===== config.mk =====
export PLATFORM = sky130hd
export DESIGN_NAME = sar_adc_ctrl
export DESIGN_NICKNAME = d
export VERILOG_FILES = /design/src/rtl/sar_adc_pkg.sv /design/src/rtl/sar_trig_sel.sv /design/src/rtl/sar_search.sv /design/src/rtl/sar_window.sv /design/src/rtl/sar_adc_ctrl.sv
export SDC_FILE = /design/constraint.sdc
export NUM_CORES = 1
export LEC_CHECK = 0
export ABC_AREA = 1
export CAP_MARGIN = 15
export CORE_MARGIN = 5
export CORE_UTILIZATION = 30
export CTS_CLUSTER_SIZE = 14
export DETAILED_ROUTE_END_ITERATION = 6
export GPL_TIMING_DRIVEN = 0
export PLACE_DENSITY = 0.62
export SLEW_MARGIN = 0
export SYNTH_ARGS = -nofsm -noshare
export SYNTH_HDL_FRONTEND = slang
export SYNTH_HIERARCHICAL = 1
export SYNTH_SLANG_ARGS = --single-unit
export TNS_END_PERCENT = 20

===== constraint.sdc =====
create_clock -name clk -period 5 [get_ports clk]
set_clock_uncertainty 0.05 [all_clocks]
set_input_delay 1 -clock clk [delete_from_list [all_inputs] [get_ports clk]]
set_output_delay 1 -clock clk [all_outputs]
set_load 0.02 [all_outputs]

===== src/rtl/sar_adc_pkg.sv =====
// Package: shared codes for the SAR conversion controller.
// Assumes: start-source codes are fixed by the register field layout.
package sar_adc_pkg;

    // Start-event select codes (field decoded by the trigger mux)
    typedef enum logic [2:0] {
        SRC_SOFT  = 3'b000,
        SRC_TMR0  = 3'b001,
        SRC_TMR2  = 3'b010,
        SRC_TMR1  = 3'b011,
        SRC_PIN   = 3'b100
    } start_src_e;

    // Search engine phases
    typedef enum logic [1:0] {
        PH_IDLE  = 2'd0,
        PH_TRACK = 2'd1,
        PH_SEARCH = 2'd2
    } sar_phase_e;

endpackage


===== src/rtl/sar_trig_sel.sv =====
// Module: sar_trig_sel
// Selects one start event from a coded source field. The external pin is
// synchronized through SYNC_STAGES flops and edge-detected; timer and
// software inputs are assumed to be single-cycle synchronous pulses.
// Reserved codes yield no trigger.
module sar_trig_sel
    import sar_adc_pkg::*;
#(
    parameter int SYNC_STAGES = 2
) (
    input  logic       clk,
    input  logic       rst_n,
    input  logic [2:0] src_sel,
    input  logic       soft_req,
    input  logic       t0_pulse,
    input  logic       t1_pulse,
    input  logic       t2_pulse,
    input  logic       pin_async,
    output logic       trig
);

    logic [SYNC_STAGES-1:0] pin_sync;
    logic                   pin_prev;
    logic                   pin_rise;

    // Synchronizer chain for the asynchronous start pin
    always_ff @(posedge clk) begin
        if (!rst_n) begin
            pin_sync <= '0;
        end else begin
            pin_sync <= {pin_sync[SYNC_STAGES-2:0], pin_async};
        end
    end

    // Delayed copy of the synchronized pin for edge detection
    always_ff @(posedge clk) begin
        if (!rst_n) begin
            pin_prev <= 1'b0;
        end else begin
            pin_prev <= pin_sync[SYNC_STAGES-1];
        end
    end

    assign pin_rise = pin_sync[SYNC_STAGES-1] & ~pin_prev;

    // Coded five-way start mux; reserved codes select nothing
    always_comb begin
        unique case (src_sel)
            SRC_SOFT: trig = soft_req;
            SRC_TMR0: trig = t0_pulse;
            SRC_TMR2: trig = t2_pulse;
            SRC_TMR1: trig = t1_pulse;
            SRC_PIN:  trig = pin_rise;
            default:  trig = 1'b0;
        endcase
    end

endmodule


===== src/rtl/sar_search.sv =====
// Module: sar_search
// Successive-approximation engine. On an accepted start it tracks for
// TRACK_CYC cycles, then decides one bit per cycle, MSB first, from the
// comparator (1 = input >= trial code). On the final bit it presents the
// finished code with a one-cycle valid. Enable low returns it to idle.
module sar_search
    import sar_adc_pkg::*;
#(
    parameter int RES_W     = 10,
    parameter int TRACK_CYC = 4
) (
    input  logic             clk,
    input  logic             rst_n,
    input  logic             enable,
    input  logic             start,
    input  logic             cmp_in,
    output logic             busy,
    output logic [RES_W-1:0] trial,
    output logic [RES_W-1:0] fin_code,
    output logic             fin_valid
);

    localparam int CNT_W = $clog2(TRACK_CYC + 1);
    localparam int IDX_W = (RES_W > 1) ? $clog2(RES_W) : 1;
    localparam logic [IDX_W-1:0] TOP_IDX  = IDX_W'(RES_W - 1);
    localparam logic [CNT_W-1:0] TRK_LAST = CNT_W'(TRACK_CYC - 1);
    localparam logic [RES_W-1:0] MSB_ONLY = {1'b1, {(RES_W-1){1'b0}}};

    sar_phase_e       phase;
    logic [CNT_W-1:0] trk_cnt;
    logic [IDX_W-1:0] bit_idx;
    logic [IDX_W-1:0] lower_idx;
    logic [RES_W-1:0] approx;
    logic [RES_W-1:0] approx_nxt;

    assign lower_idx = bit_idx - 1'b1;

    // Decide the current bit and set the next trial bit
    always_comb begin
        approx_nxt = approx;
        if (!cmp_in) begin
            approx_nxt[bit_idx] = 1'b0;
        end
        if (bit_idx != '0) begin
            approx_nxt[lower_idx] = 1'b1;
        end
    end

    // Phase sequencing, tracking count and approximation register
    always_ff @(posedge clk) begin
        if (!rst_n) begin
            phase   <= PH_IDLE;
            trk_cnt <= '0;
            bit_idx <= '0;
            approx  <= '0;
        end else if (!enable) begin
            phase   <= PH_IDLE;
            trk_cnt <= '0;
            bit_idx <= '0;
            approx  <= '0;
        end else begin
            unique case (phase)
                PH_IDLE: begin
                    if (start) begin
                        phase   <= PH_TRACK;
                        trk_cnt <= '0;
                    end
                end
                PH_TRACK: begin
                    if (trk_cnt == TRK_LAST) begin
                        phase   <= PH_SEARCH;
                        bit_idx <= TOP_IDX;
                        approx  <= MSB_ONLY;
                    end else begin
                        trk_cnt <= trk_cnt + 1'b1;
                    end
                end
                PH_SEARCH: begin
                    if (bit_idx == '0) begin
                        phase  <= PH_IDLE;
                        approx <= '0;
                    end else begin
                        approx  <= approx_nxt;
                        bit_idx <= lower_idx;
                    end
                end
                default: begin
                    phase <= PH_IDLE;
                end
            endcase
        end
    end

    assign busy      = (phase != PH_IDLE);
    assign trial     = approx;
    assign fin_code  = approx_nxt;
    assign fin_valid = enable && (phase == PH_SEARCH) && (bit_idx == '0);

endmodule


===== src/rtl/sar_window.sv =====
// Module: sar_window
// Two-threshold window test on a finished code. With lo_thr <= hi bound
// ordering (ge <= le) the window is the inclusive range between them;
// with ge > le it is the inclusive region outside (le, ge).
module sar_window #(
    parameter int RES_W = 10
) (
    input  logic [RES_W-1:0] code,
    input  logic [RES_W-1:0] ge_thr,
    input  logic [RES_W-1:0] le_thr,
    output logic             hit
);

    logic above_ge;
    logic below_le;

    assign above_ge = (code >= ge_thr);
    assign below_le = (code <= le_thr);

    // Inside-range or outside-range decision by threshold order
    always_comb begin
        if (ge_thr <= le_thr) begin
            hit = above_ge & below_le;
        end else begin
            hit = above_ge | below_le;
        end
    end

endmodule


===== src/rtl/sar_adc_ctrl.sv =====
// Module: sar_adc_ctrl (top)
// SAR conversion controller: start-source mux, successive-approximation
// engine, result register, window compare and sticky flags. Assumes the
// comparator settles within one clock of a trial code change and that
// the timer and software start inputs are synchronous pulses.
module sar_adc_ctrl
    import sar_adc_pkg::*;
#(
    parameter int RES_W       = 10,
    parameter int TRACK_CYC   = 4,
    parameter int SYNC_STAGES = 2
) (
    input  logic             clk,
    input  logic             rst_n,
    input  logic             enable,
    input  logic [2:0]       start_src,
    input  logic             sw_start,
    input  logic             tmr0_ovf,
    input  logic             tmr1_ovf,
    input  logic             tmr2_ovf,
    input  logic             ext_start,
    input  logic             cmp_in,
    input  logic [RES_W-1:0] thr_ge,
    input  logic [RES_W-1:0] thr_le,
    input  logic             done_clr,
    input  logic             win_clr,
    output logic [RES_W-1:0] trial_code,
    output logic             busy,
    output logic             done_flag,
    output logic             win_flag,
    output logic [RES_W-1:0] result
);

    logic             trig;
    logic             accept;
    logic             eng_busy;
    logic [RES_W-1:0] fin_code;
    logic             fin_valid;
    logic             win_hit;
    logic [RES_W-1:0] result_q;
    logic             done_q;
    logic             win_q;

    sar_trig_sel #(
        .SYNC_STAGES (SYNC_STAGES)
    ) u_trig (
        .clk       (clk),
        .rst_n     (rst_n),
        .src_sel   (start_src),
        .soft_req  (sw_start),
        .t0_pulse  (tmr0_ovf),
        .t1_pulse  (tmr1_ovf),
        .t2_pulse  (tmr2_ovf),
        .pin_async (ext_start),
        .trig      (trig)
    );

    assign accept = trig & enable & ~eng_busy;

    sar_search #(
        .RES_W     (RES_W),
        .TRACK_CYC (TRACK_CYC)
    ) u_search (
        .clk       (clk),
        .rst_n     (rst_n),
        .enable    (enable),
        .start     (accept),
        .cmp_in    (cmp_in),
        .busy      (eng_busy),
        .trial     (trial_code),
        .fin_code  (fin_code),
        .fin_valid (fin_valid)
    );

    sar_window #(
        .RES_W (RES_W)
    ) u_window (
        .code   (fin_code),
        .ge_thr (thr_ge),
        .le_thr (thr_le),
        .hit    (win_hit)
    );

    // Result register loads only when the last bit is decided
    always_ff @(posedge clk) begin
        if (!rst_n) begin
            result_q <= '0;
        end else if (fin_valid) begin
            result_q <= fin_code;
        end
    end

    // Sticky completion flag; completion outranks a software clear
    always_ff @(posedge clk) begin
        if (!rst_n) begin
            done_q <= 1'b0;
        end else if (fin_valid) begin
            done_q <= 1'b1;
        end else if (done_clr) begin
            done_q <= 1'b0;
        end
    end

    // Sticky window flag; an in-window completion outranks a clear
    always_ff @(posedge clk) begin
        if (!rst_n) begin
            win_q <= 1'b0;
        end else if (fin_valid && win_hit) begin
            win_q <= 1'b1;
        end else if (win_clr) begin
            win_q <= 1'b0;
        end
    end

    assign busy      = eng_busy;
    assign result    = result_q;
    assign done_flag = done_q;
    assign win_flag  = win_q;

endmodule


==> results of run 1 <==
[cell families after synthesis]
| group | share of synthesized area [%] |
|---|---|
| AOI/OAI and AO/OA | 14.66 |
| buffers and inverters | 10.94 |
| DFF | 26.68 |
| adders and majority gates | 18.15 |
| and+or+nand+nor | 29.57 |
[metal layers]
metal	share of wire (%)	up-vias	wire, um	global-route usage [%]
li1	-	1290	-	-
met1	47	1081	3062	17.14
met2	46	55	3015	21.94
met3	5.2	6	339	2.048
met4	1.2	0	79	4.238
met5	0	-	0	0
[cell usage after synthesis (all sizes together)]
cell	count	area, sq um
nand3b	1	7.510
o21ai	32	175.2
clkinv	2	7.510
o211a	1	10.01
a21o	3	22.52
nand3	13	97.60
o22ai	1	6.260
o21bai	2	15.01
nand2	107	431.7
buf	5	42.53
ha	37	462.9
inv	61	229.0
a21oi	23	133.9
nand4	1	6.260
nor3	1	5.000
a21boi	1	11.26
dfxtp	34	680.7
nor2	45	206.5
[worst paths after layout]
kind,startpoint,to,slack [ns]
setup / recovery,cmp_in,win_flag,1.89
hold / removal,u_trig/pin_sync[1],u_trig/pin_prev,0.38
setup reg to reg,u_search/bit_idx[1],win_flag,2.19
hold reg to reg,u_trig/pin_sync[1],u_trig/pin_prev,0.38
[metrics by stage]
| step | setup slack, ns | hold WS, ns | cell area (sq um) |
|---|---|---|---|
| 6_report | 1.886 | 0.3799 | 3338 |
| 2_1_floorplan | 2.384 | 0.3400 | 2551 |
| 3_5_place_dp | 1.548 | 0.3680 | 3243 |
| 4_1_cts | 1.848 | 0.3836 | 3338 |
| 3_3_place_gp | 1.574 | 0.3568 | 3243 |
| 5_1_grt | 1.616 | 0.4018 | 3338 |
[worst min-delay path, stage by stage, from the launching register on]
cell	delay, ns
dfxtp_1	0.31
nand2_1	0.05
inv_1	0.03
[cells in the final DEF (no fill, tap or decap), types with 3 or more instances in the layout]
cell type / netlist / final
o21ai_0: 24 / 24
ha_1: 37 / 37
dfxtp_1: 34 / 34
nand2_2: 9 / 9
nor2_2: 3 / 3
clkdlybuf4s50_1: 0 / 56
nor2_1: 38 / 38
nand2_1: 97 / 97
a21o_1: 3 / 3
inv_2: 11 / 11
a21oi_1: 18 / 18
buf_6: 3 / 3
o21ai_2: 4 / 4
a21oi_2: 5 / 5
nand3_2: 4 / 4
clkbuf_8: 0 / 6
inv_1: 50 / 50
o21ai_1: 4 / 4
nor2_4: 4 / 4
nand3_1: 8 / 8
[flip-flops by register name (all words and copies together), names as in the netlist]
signal,cells
result,10
u_search/phase,2
u_search/trk_cnt,3
win_flag,1
u_search/bit_idx,4
u_trig/pin_sync,2
u_trig/pin_prev,1
u_search/trial,10
done_flag,1
[power breakdown]
part / switching, uW / leakage, uW / total (uW) / internal (uW)
clock network: 105 / 0.0000472 / 216 / 111
logic: 40.6 / 0.00131 / 83.1 / 42.5
registers: 0.799 / 0.000274 / 273 / 272
total: 146 / 0.00163 / 572 / 426
[area by class of cell]
| type | count | share of cell area [%] |
|---|---|---|
| inverter | 63 | 7.084 |
| clock inverter | 2 | 0.3748 |
| sequential | 34 | 20.39 |
| tap | 105 | 3.936 |
| timing repair buffer | 56 | 16.79 |
| clock buffer | 6 | 2.474 |
| multi-input combinational | 268 | 47.68 |
| buffer | 5 | 1.274 |
==> impl_metrics.toml, run 1 <==
[outcome]
outcome = "finished clean"

[layout]
antenna_cells = 0
syn2layout_area_growth_pct = 30.85
drive_above_1_share_pct = 12.67
n_fill_cell = 887
fin_util_pct = 40.42
final-seq-area_sq_um = 680.7
stdcell_count = 539
multi_input_area_sq_mm = 0.001592
final_nets = 504

[synthesis]
synth_warnings = 6
synth_area_sq_mm = 0.002551
syn-instance-count = 370
synth_cell_types = 30
yosysSeqAreaShare_pct = 26.68
avgSynthCellArea_sq_um = 6.895
syn-num-nets = 441
ys_seq_elements = 34

[clock_tree]
h-tree-depth = 2
path_clk_slew_ns = 0.07
clock-root-buffer = "clkbuf_8"
cts_setup_buffers = 0
clk_path_buf_depth = 2
cts_resized = 0
cts_hold_buf = 0
cts_made_buffers = 5
cts.sinks = 34
clk_latency_ns = 0.28
cts_tree = "done"

[critical_path]
cp_num_buf_inv = 2
max_stage_delay_ns = 0.42
critPathKind = "in -> reg"
critical_path_arrival_ns = 3.25
cp_slowest_cell = "ha_1"
crit_path_end_kind = "flip-flop"
path_depth = 18
ff2ff_path_depth = 17
cp_common_cell = "nand2_1"
worst-path-max-fanout = 4
critPathRequiredTime_ns = 5.13
worstSetupStartpointType = "primary input"
cp_top_family = "simple AND/OR/NAND/NOR gates"
cp_cell_sequence = "clkdlybuf4s50_1 -> inv_1 -> nand2_1 -> o21ai_0 -> o21ai_0 -> ha_1 -> nand2_1 -> nand2_1 -> nand2_1 -> nand2_1 -> nand2_1 -> nand2_1 -> nor2_1 -> nand3_2 -> nand2_1 -> nand2_1 -> nand2_2 -> a21oi_1"

[route]
viasPerCell = 4.512
vias = 2432
totalWireLength_mm = 6.497
drtPass1Iterations = 4
wl_per_cell_um = 12.05
postRouteAntennaNets = 0
drt_iter0_markers = 124
drc = 0

[global_routing]
grt-ovfl-total = 0
grt_pass1_wl_mm = 10.83
grt_usage_pct = 13.06
grt_antenna_before_repair = 0
grt_max_degree = 12
grt_pass1_vias = 2369

[worst_hold_path]
hold_depth = 2
worstHoldPathType = "reg -> reg"

[sta]
timing.fmax_ghz = 0.3212
slew_headroom_pct = 47.21
slew_viol_final = 0
period_needed_ns = 3.114
hold_violations = 0
setup_viol_count_final = 0
finalCritPeriodShare_pct = 62.27
fin_tns_setup_ns = 0
grt_setup_unrepaired = "false"
worstMarginPinSlew_ns = 0.7835

[power]
power.leakage_uw = 0.001634
power_density_mw_per_mm2 = 171.3
vdd_ir_drop_max_uv = 98.48
total_power_uw = 571.9

[die]
die_area_sq_mm = 0.01045
die_w_um = 102.2
rows = 33
fp.dieH_um = 102.2
initial_utilization_pct = 30.89
core-area_sq_mm = 0.008258
ioPinCount = 57

[placement]
dp.cells = 531
gp_congestion = 0.8875
dp_hpwl_mm = 5.345
io_buffers = 56

[job]
drv_cap = 0
(Power assumes the default switching activity.)
==> run 2: changes to the inputs <==
--- a/config.mk
+++ b/config.mk
@@ -12,7 +12,7 @@
 export CTS_CLUSTER_SIZE = 14
 export DETAILED_ROUTE_END_ITERATION = 6
 export GPL_TIMING_DRIVEN = 0
-export PLACE_DENSITY = 0.62
+export PLACE_DENSITY = 0.64
 export SLEW_MARGIN = 0
 export SYNTH_ARGS = -nofsm -noshare
 export SYNTH_HDL_FRONTEND = slang
==> constraint.sdc (replaced) <==
create_clock -name clk -period 2.8 [get_ports clk]
set_clock_uncertainty 0.05 [all_clocks]
set_input_delay 0.56 -clock clk [delete_from_list [all_inputs] [get_ports clk]]
set_output_delay 0.56 -clock clk [all_outputs]
set_load 0.02 [all_outputs]
==> run 2 against run 1 <==
Against the previous run:
- clock-buffer cell count fell by 1
- global-route usage up 0.31 points
- clock power rose to 2.5 times the previous value
- critical path type is now reg -> reg
- highest routed layer unchanged
- largest cell class unchanged
- hold slack lost 0.011 ns
==> impl_metrics.toml, run 2 (same netlist as run 1, synthesis figures left out) <==
[route]
postRouteAntennaNets = 0
viasPerCell = 4.593
drc = 0
wl_per_cell_um = 12.41
drtPass1Iterations = 4
totalWireLength_mm = 6.715
vias = 2485
drt_iter0_markers = 111

[die]
fp.dieH_um = 102.2
ioPinCount = 57
die_w_um = 102.2
rows = 33
core-area_sq_mm = 0.008258
initial_utilization_pct = 30.89
die_area_sq_mm = 0.01045

[outcome]
outcome = "finished clean"

[clock_tree]
clk_path_buf_depth = 2
clk_latency_ns = 0.29
cts_hold_buf = 0
h-tree-depth = 2
cts_tree = "done"
clock-root-buffer = "clkbuf_8"
path_clk_slew_ns = 0.07
cts_made_buffers = 5
cts.sinks = 34

[global_routing]
grt-ovfl-total = 0
grt_usage_pct = 13.38
grt_antenna_before_repair = 0
grt_pass1_vias = 2479
met3_usage_pct = 2.526
grtUsageMet2_pct = 22.64
grt_max_degree = 13
grt_pass1_wl_mm = 11.10
grt_util_met1_pct = 17.40
busiest_layer = "met2"

[sta]
hold_violations = 0
finalCritPeriodShare_pct = 94.38
setup_slack_ns = 0.1573
worstMarginPinSlew_ns = 0.5871
slew_viol_final = 0
setup_viol_count_final = 0
fin_tns_setup_ns = 0
period_needed_ns = 2.643
slew_headroom_pct = 60.86
timing.fmax_ghz = 0.3784

[placement]
dpl_worst_slack_ns = -0.1797
dp_hpwl_mm = 5.382
io_buffers = 56
gp_congestion = 0.8351

[critical_path]
critical_path_arrival_ns = 2.78
worst-path-max-fanout = 5
crit_path_end_kind = "flip-flop"
worstSetupStartpointType = "flip-flop"
critPathKind = "reg -> reg"
critPathRequiredTime_ns = 2.93

[layout]
drive_above_1_share_pct = 14.45
mostFrequentLayoutCells = "nand2_1, clkdlybuf4s50_1, inv_1"
syn2layout_area_growth_pct = 34.87
antenna_cells = 0
final_common_cell = "nand2_1"
final_nets = 506

[power]
power_density_mw_per_mm2 = 344.4
vdd_ir_drop_max_uv = 153.3
power.leakage_uw = 0.001673

[worst_hold_path]
worstHoldPathType = "reg -> reg"

[job]
drv_cap = 0
==> run 2: final cells by class <==
type	instances	area (sq um)
flip-flops and latches	34	688.2
clock buffers	5	68.82
fillers	866	4817
clock inverters	3	68.82
inverters	63	236.5
plain buffers	5	42.54
multi-input cells	268	1629
well taps	105	131.4
repair buffers	58	575.6
==> run 2: per-stage QoR <==
step / std cells / hold WS (ns) / util, % / area [sq um] / total power [uW]
2_1_floorplan: 370 / 0.3400 / - / 2551 / 576.1
3_3_place_gp: 531 / 0.3540 / 39.27 / 3243 / 644.6
3_5_place_dp: 531 / 0.3524 / 39.27 / 3243 / 649.7
4_1_cts: 539 / 0.3731 / 41.03 / 3388 / 1198
5_1_grt: 541 / 0.4055 / 41.67 / 3441 / 1233
6_report: 541 / 0.3686 / 41.67 / 3441 / 1185
==> run 2: report_power, final <==
group          leakage [uW]  total (uW)  switching, uW  internal (uW)
logic               0.00133         151           74.5           76.2
clock network     0.0000683         549            192            357
registers          0.000276         486           1.40            484
total               0.00167        1190            268            917
==> run 2: what timing repair did <==
| item | CTS | global route |
|---|---|---|
| resized for setup | 1 | 15 |
| setup buffers | 0 | 2 |
| setup endpoints to repair | 1 | 1 |
| pin swaps | 0 | 2 |
==> run 2: worst paths after layout <==
path	from	end	slack, ns	depth (start not counted)
setup reg to reg	u_search/bit_idx[0]	win_flag	0.16	20
setup / recovery	u_search/bit_idx[0]	win_flag	0.16	20
hold reg to reg	u_trig/pin_sync[0]	u_trig/pin_sync[1]	0.37	2
hold / removal	u_trig/pin_sync[0]	u_trig/pin_sync[1]	0.37	2
==> run 2: worst max-delay path, cell delays in order (launching register included) <==
cell and delay, ns:
dfxtp_4 0.37, inv_1 0.15, ha_4 0.20, inv_1 0.07, nand2_1 0.10, nand2_4 0.09
nor2_4 0.14, nand2_1 0.07, nand2_2 0.11, inv_1 0.07, ha_1 0.29, inv_1 0.06
nand2_1 0.04, a21oi_1 0.19, nor2_2 0.05, nor2_1 0.13, nand3_2 0.07, nand2_1 0.06
nand2_1 0.09, nand2_2 0.08, a21oi_1 0.06
==> run 2: layer usage <==
| metal | vias to the layer above | wire, um |
|---|---|---|
| li1 | 1299 | - |
| met1 | 1124 | 3128 |
| met2 | 57 | 3117 |
| met3 | 5 | 391 |
| met4 | 0 | 77 |
| met5 | - | 0 |
==> run 3: changes to the inputs <==
--- a/config.mk
+++ b/config.mk
@@ -9,13 +9,11 @@
 export CAP_MARGIN = 15
 export CORE_MARGIN = 5
 export CORE_UTILIZATION = 30
-export CTS_CLUSTER_SIZE = 14
 export DETAILED_ROUTE_END_ITERATION = 6
 export GPL_TIMING_DRIVEN = 0
 export PLACE_DENSITY = 0.64
 export SLEW_MARGIN = 0
 export SYNTH_ARGS = -nofsm -noshare
 export SYNTH_HDL_FRONTEND = slang
-export SYNTH_HIERARCHICAL = 1
 export SYNTH_SLANG_ARGS = --single-unit
 export TNS_END_PERCENT = 20
==> run 3 against run 2 <==
Against the previous run:
- core utilization is 1.1 points lower
- non-clock buffer count is 1 lower
- critical path depth is 5 lower
- first-iteration DRC count is 9.9% lower
- largest power group is now registers
==> impl_metrics.toml, run 3 <==
[placement]
io_buffers = 56
dp.cells = 543
placed_area_sq_mm = 0.003379
dp_hpwl_mm = 5.544
gp_congestion = 0.9252

[die]
die_w_um = 104.6
rows = 34
fp.dieH_um = 104.6
initial_utilization_pct = 30.77
core-area_sq_mm = 0.008721
die_area_sq_mm = 0.01094
ioPinCount = 57

[route]
wl_per_cell_um = 12.28
drc = 0
viasPerCell = 4.638
drt_iter0_markers = 100
drtPass1Iterations = 4
vias = 2565
postRouteAntennaNets = 0
totalWireLength_mm = 6.791

[critical_path]
crit_path_end_kind = "flip-flop"
critPathRequiredTime_ns = 2.93
cp_num_buf_inv = 2
critPathKind = "in -> reg"
cp_common_cell = "nand2_1"
ff2ff_path_depth = 17
worst-path-max-fanout = 4
max_stage_delay_ns = 0.40
worstSetupStartpointType = "primary input"
cp_top_family = "simple AND/OR/NAND/NOR gates"
cp_slowest_cell = "clkdlybuf4s50_1"
path_depth = 15
critical_path_arrival_ns = 2.73
cp_cell_sequence = "clkdlybuf4s50_1 -> inv_1 -> nand2_1 -> o21ai_0 -> o21ai_4 -> ha_1 -> nand2_1 -> nor2_2 -> nand3_1 -> nand3_1 -> nand2_1 -> nor2_1 -> nor2_1 -> nand2_1 -> a21oi_1"

[global_routing]
grt_usage_pct = 12.01
grt_pass1_vias = 2423
grt-ovfl-total = 0
grt_antenna_before_repair = 0
grtUsageMet2_pct = 21.00
grt_util_met1_pct = 14.56
busiest_layer = "met2"
met3_usage_pct = 2.713
grt_pass1_wl_mm = 11.05
grt_max_degree = 11

[layout]
antenna_cells = 0
final_common_cell = "nand2_1"
final_nets = 519
stdcell_count = 553
mostFrequentLayoutCells = "nand2_1, inv_1, clkdlybuf4s50_1"
drive_above_1_share_pct = 13.26
syn2layout_area_growth_pct = 31.93
final_area_sq_mm = 0.003541
n_fill_cell = 862

[synthesis]
synthDominantCellAreaShare_pct = 25.36
synth_common_cells = "nand2_1, inv_1, ha_1, dfxtp_1, a21oi_1"
syn-num-nets = 454
avgSynthCellArea_sq_um = 7.081
synth.most_common_cell = "nand2_1"
synth_area_leaders = "dfxtp_1, ha_1, nand2_1, inv_1, a21oi_1"
yosysSeqAreaShare_pct = 25.36
async_reset_ff_share_pct = 0
ys.flop_type = "dfxtp_1"
synth_warnings = 0
synth_cell_types = 36
syn-instance-count = 379
synth_area_sq_mm = 0.002684
synth_edf_count = 0
ys_seq_elements = 34
synth_top_area_cell = "dfxtp_1"

[clock_tree]
cts.sinks = 34
clk_path_buf_depth = 2
clk_latency_ns = 0.28
cts_tree = "done"
clock-root-buffer = "clkbuf_8"
cts_made_buffers = 5
path_clk_slew_ns = 0.07
h-tree-depth = 2

[sta]
timing.fmax_ghz = 0.3839
finalCritPeriodShare_pct = 93.04
worstMarginPinSlew_ns = 0.4275
slew_headroom_pct = 71.31
period_needed_ns = 2.605
slew_viol_final = 0
hold_violations = 0
setup_viol_count_final = 0

[job]
drv_cap = 0

[power]
power_density_mw_per_mm2 = 347.4
power.leakage_uw = 0.001710
vdd_ir_drop_max_uv = 208.1

[worst_hold_path]
worstHoldPathType = "reg -> reg"
hold_depth = 2

[outcome]
outcome = "finished clean"
==> run 3: worst register-to-register path, cell delays in order, from the launching register on <==
cell	delay, ns
dfxtp_4	0.37
inv_1	0.13
ha_2	0.24
inv_2	0.06
nor2_4	0.19
nand2_4	0.12
nand2_1	0.14
o21ai_4	0.10
ha_1	0.32
nand2_1	0.09
nor2_2	0.15
nand3_1	0.09
nand3_1	0.09
nand2_1	0.07
nor2_1	0.09
nor2_1	0.04
nand2_1	0.06
a21oi_1	0.06
==> run 3: cell type report <==
class	instances	area [sq um]	share of cell area [%]
multi-input combinational	264	1700	48.02
sequential	34	685.7	19.36
timing repair buffer	58	575.6	16.25
inverter	77	296.5	8.375
tap	108	135.1	3.816
clock buffer	7	76.32	2.155
buffer	4	41.29	1.166
clock inverter	1	30.03	0.8481
==> run 3: logic make-up (layout without fill, tap and decap cells) <==
kind of cell             count (synthesis)  in the layout  synth area share, %
AND/OR/NAND/NOR                        148            148                25.87
buffers and inverters                   81            147                12.59
flip-flops                              34             34                25.36
AO/OA/AOI/OAI                           75             75                17.06
adder cells (fa/ha/maj)                 41             41                19.11
==> run 3: what timing repair did <==
item                                    4_1_cts  5_1_grt
hold buffers                                  0        0
buffers inserted                              0        2
gates resized for setup                       0        9
endpoints found under the setup margin        0        1
==> run 3: layer usage <==
layer	up-vias	wire length, um	share of wire [%]
met2	57	3262	48
met1	1154	3104	46
li1	1340	-	-
met3	14	294	4.3
met5	-	0	0
met4	0	129	1.9
==> run 3: worst paths after layout <==
kind / endpoint / slack (ns) / from
worst min register to register: u_trig.pin_sync[1] / 0.37 / u_trig.pin_sync[0]
worst max register to register: win_flag / 0.24 / u_search.bit_idx[0]
worst min-delay path: u_trig.pin_sync[1] / 0.37 / u_trig.pin_sync[0]
worst max-delay path: win_flag / 0.19 / cmp_in
==> run 3: report_power, final <==
| part | internal, uW | switching (uW) |
|---|---|---|
| Sequential | 497 | 9.57 |
| Clock | 266 | 178 |
| Combinational | 126 | 153 |
==> run 3: per-stage QoR <==
| stage | TNS, ns | hold slack, ns | setup slack (ns) | power [uW] | utilization [%] |
|---|---|---|---|---|---|
| 2_1_floorplan | 0 | 0.3405 | 0.4354 | 685.7 | - |
| 3_3_place_gp | 0 | 0.3485 | 0.07231 | 785.3 | 38.75 |
| 3_5_place_dp | 0 | 0.3583 | 0.02322 | 793.1 | 38.75 |
| 4_1_cts | 0 | 0.3716 | 0.05073 | 1241 | 39.97 |
| 5_1_grt | -0.01204 | 0.3869 | -0.01204 | 1304 | 40.60 |
| 6_report | 0 | 0.3662 | 0.1949 | 1230 | 40.60 |
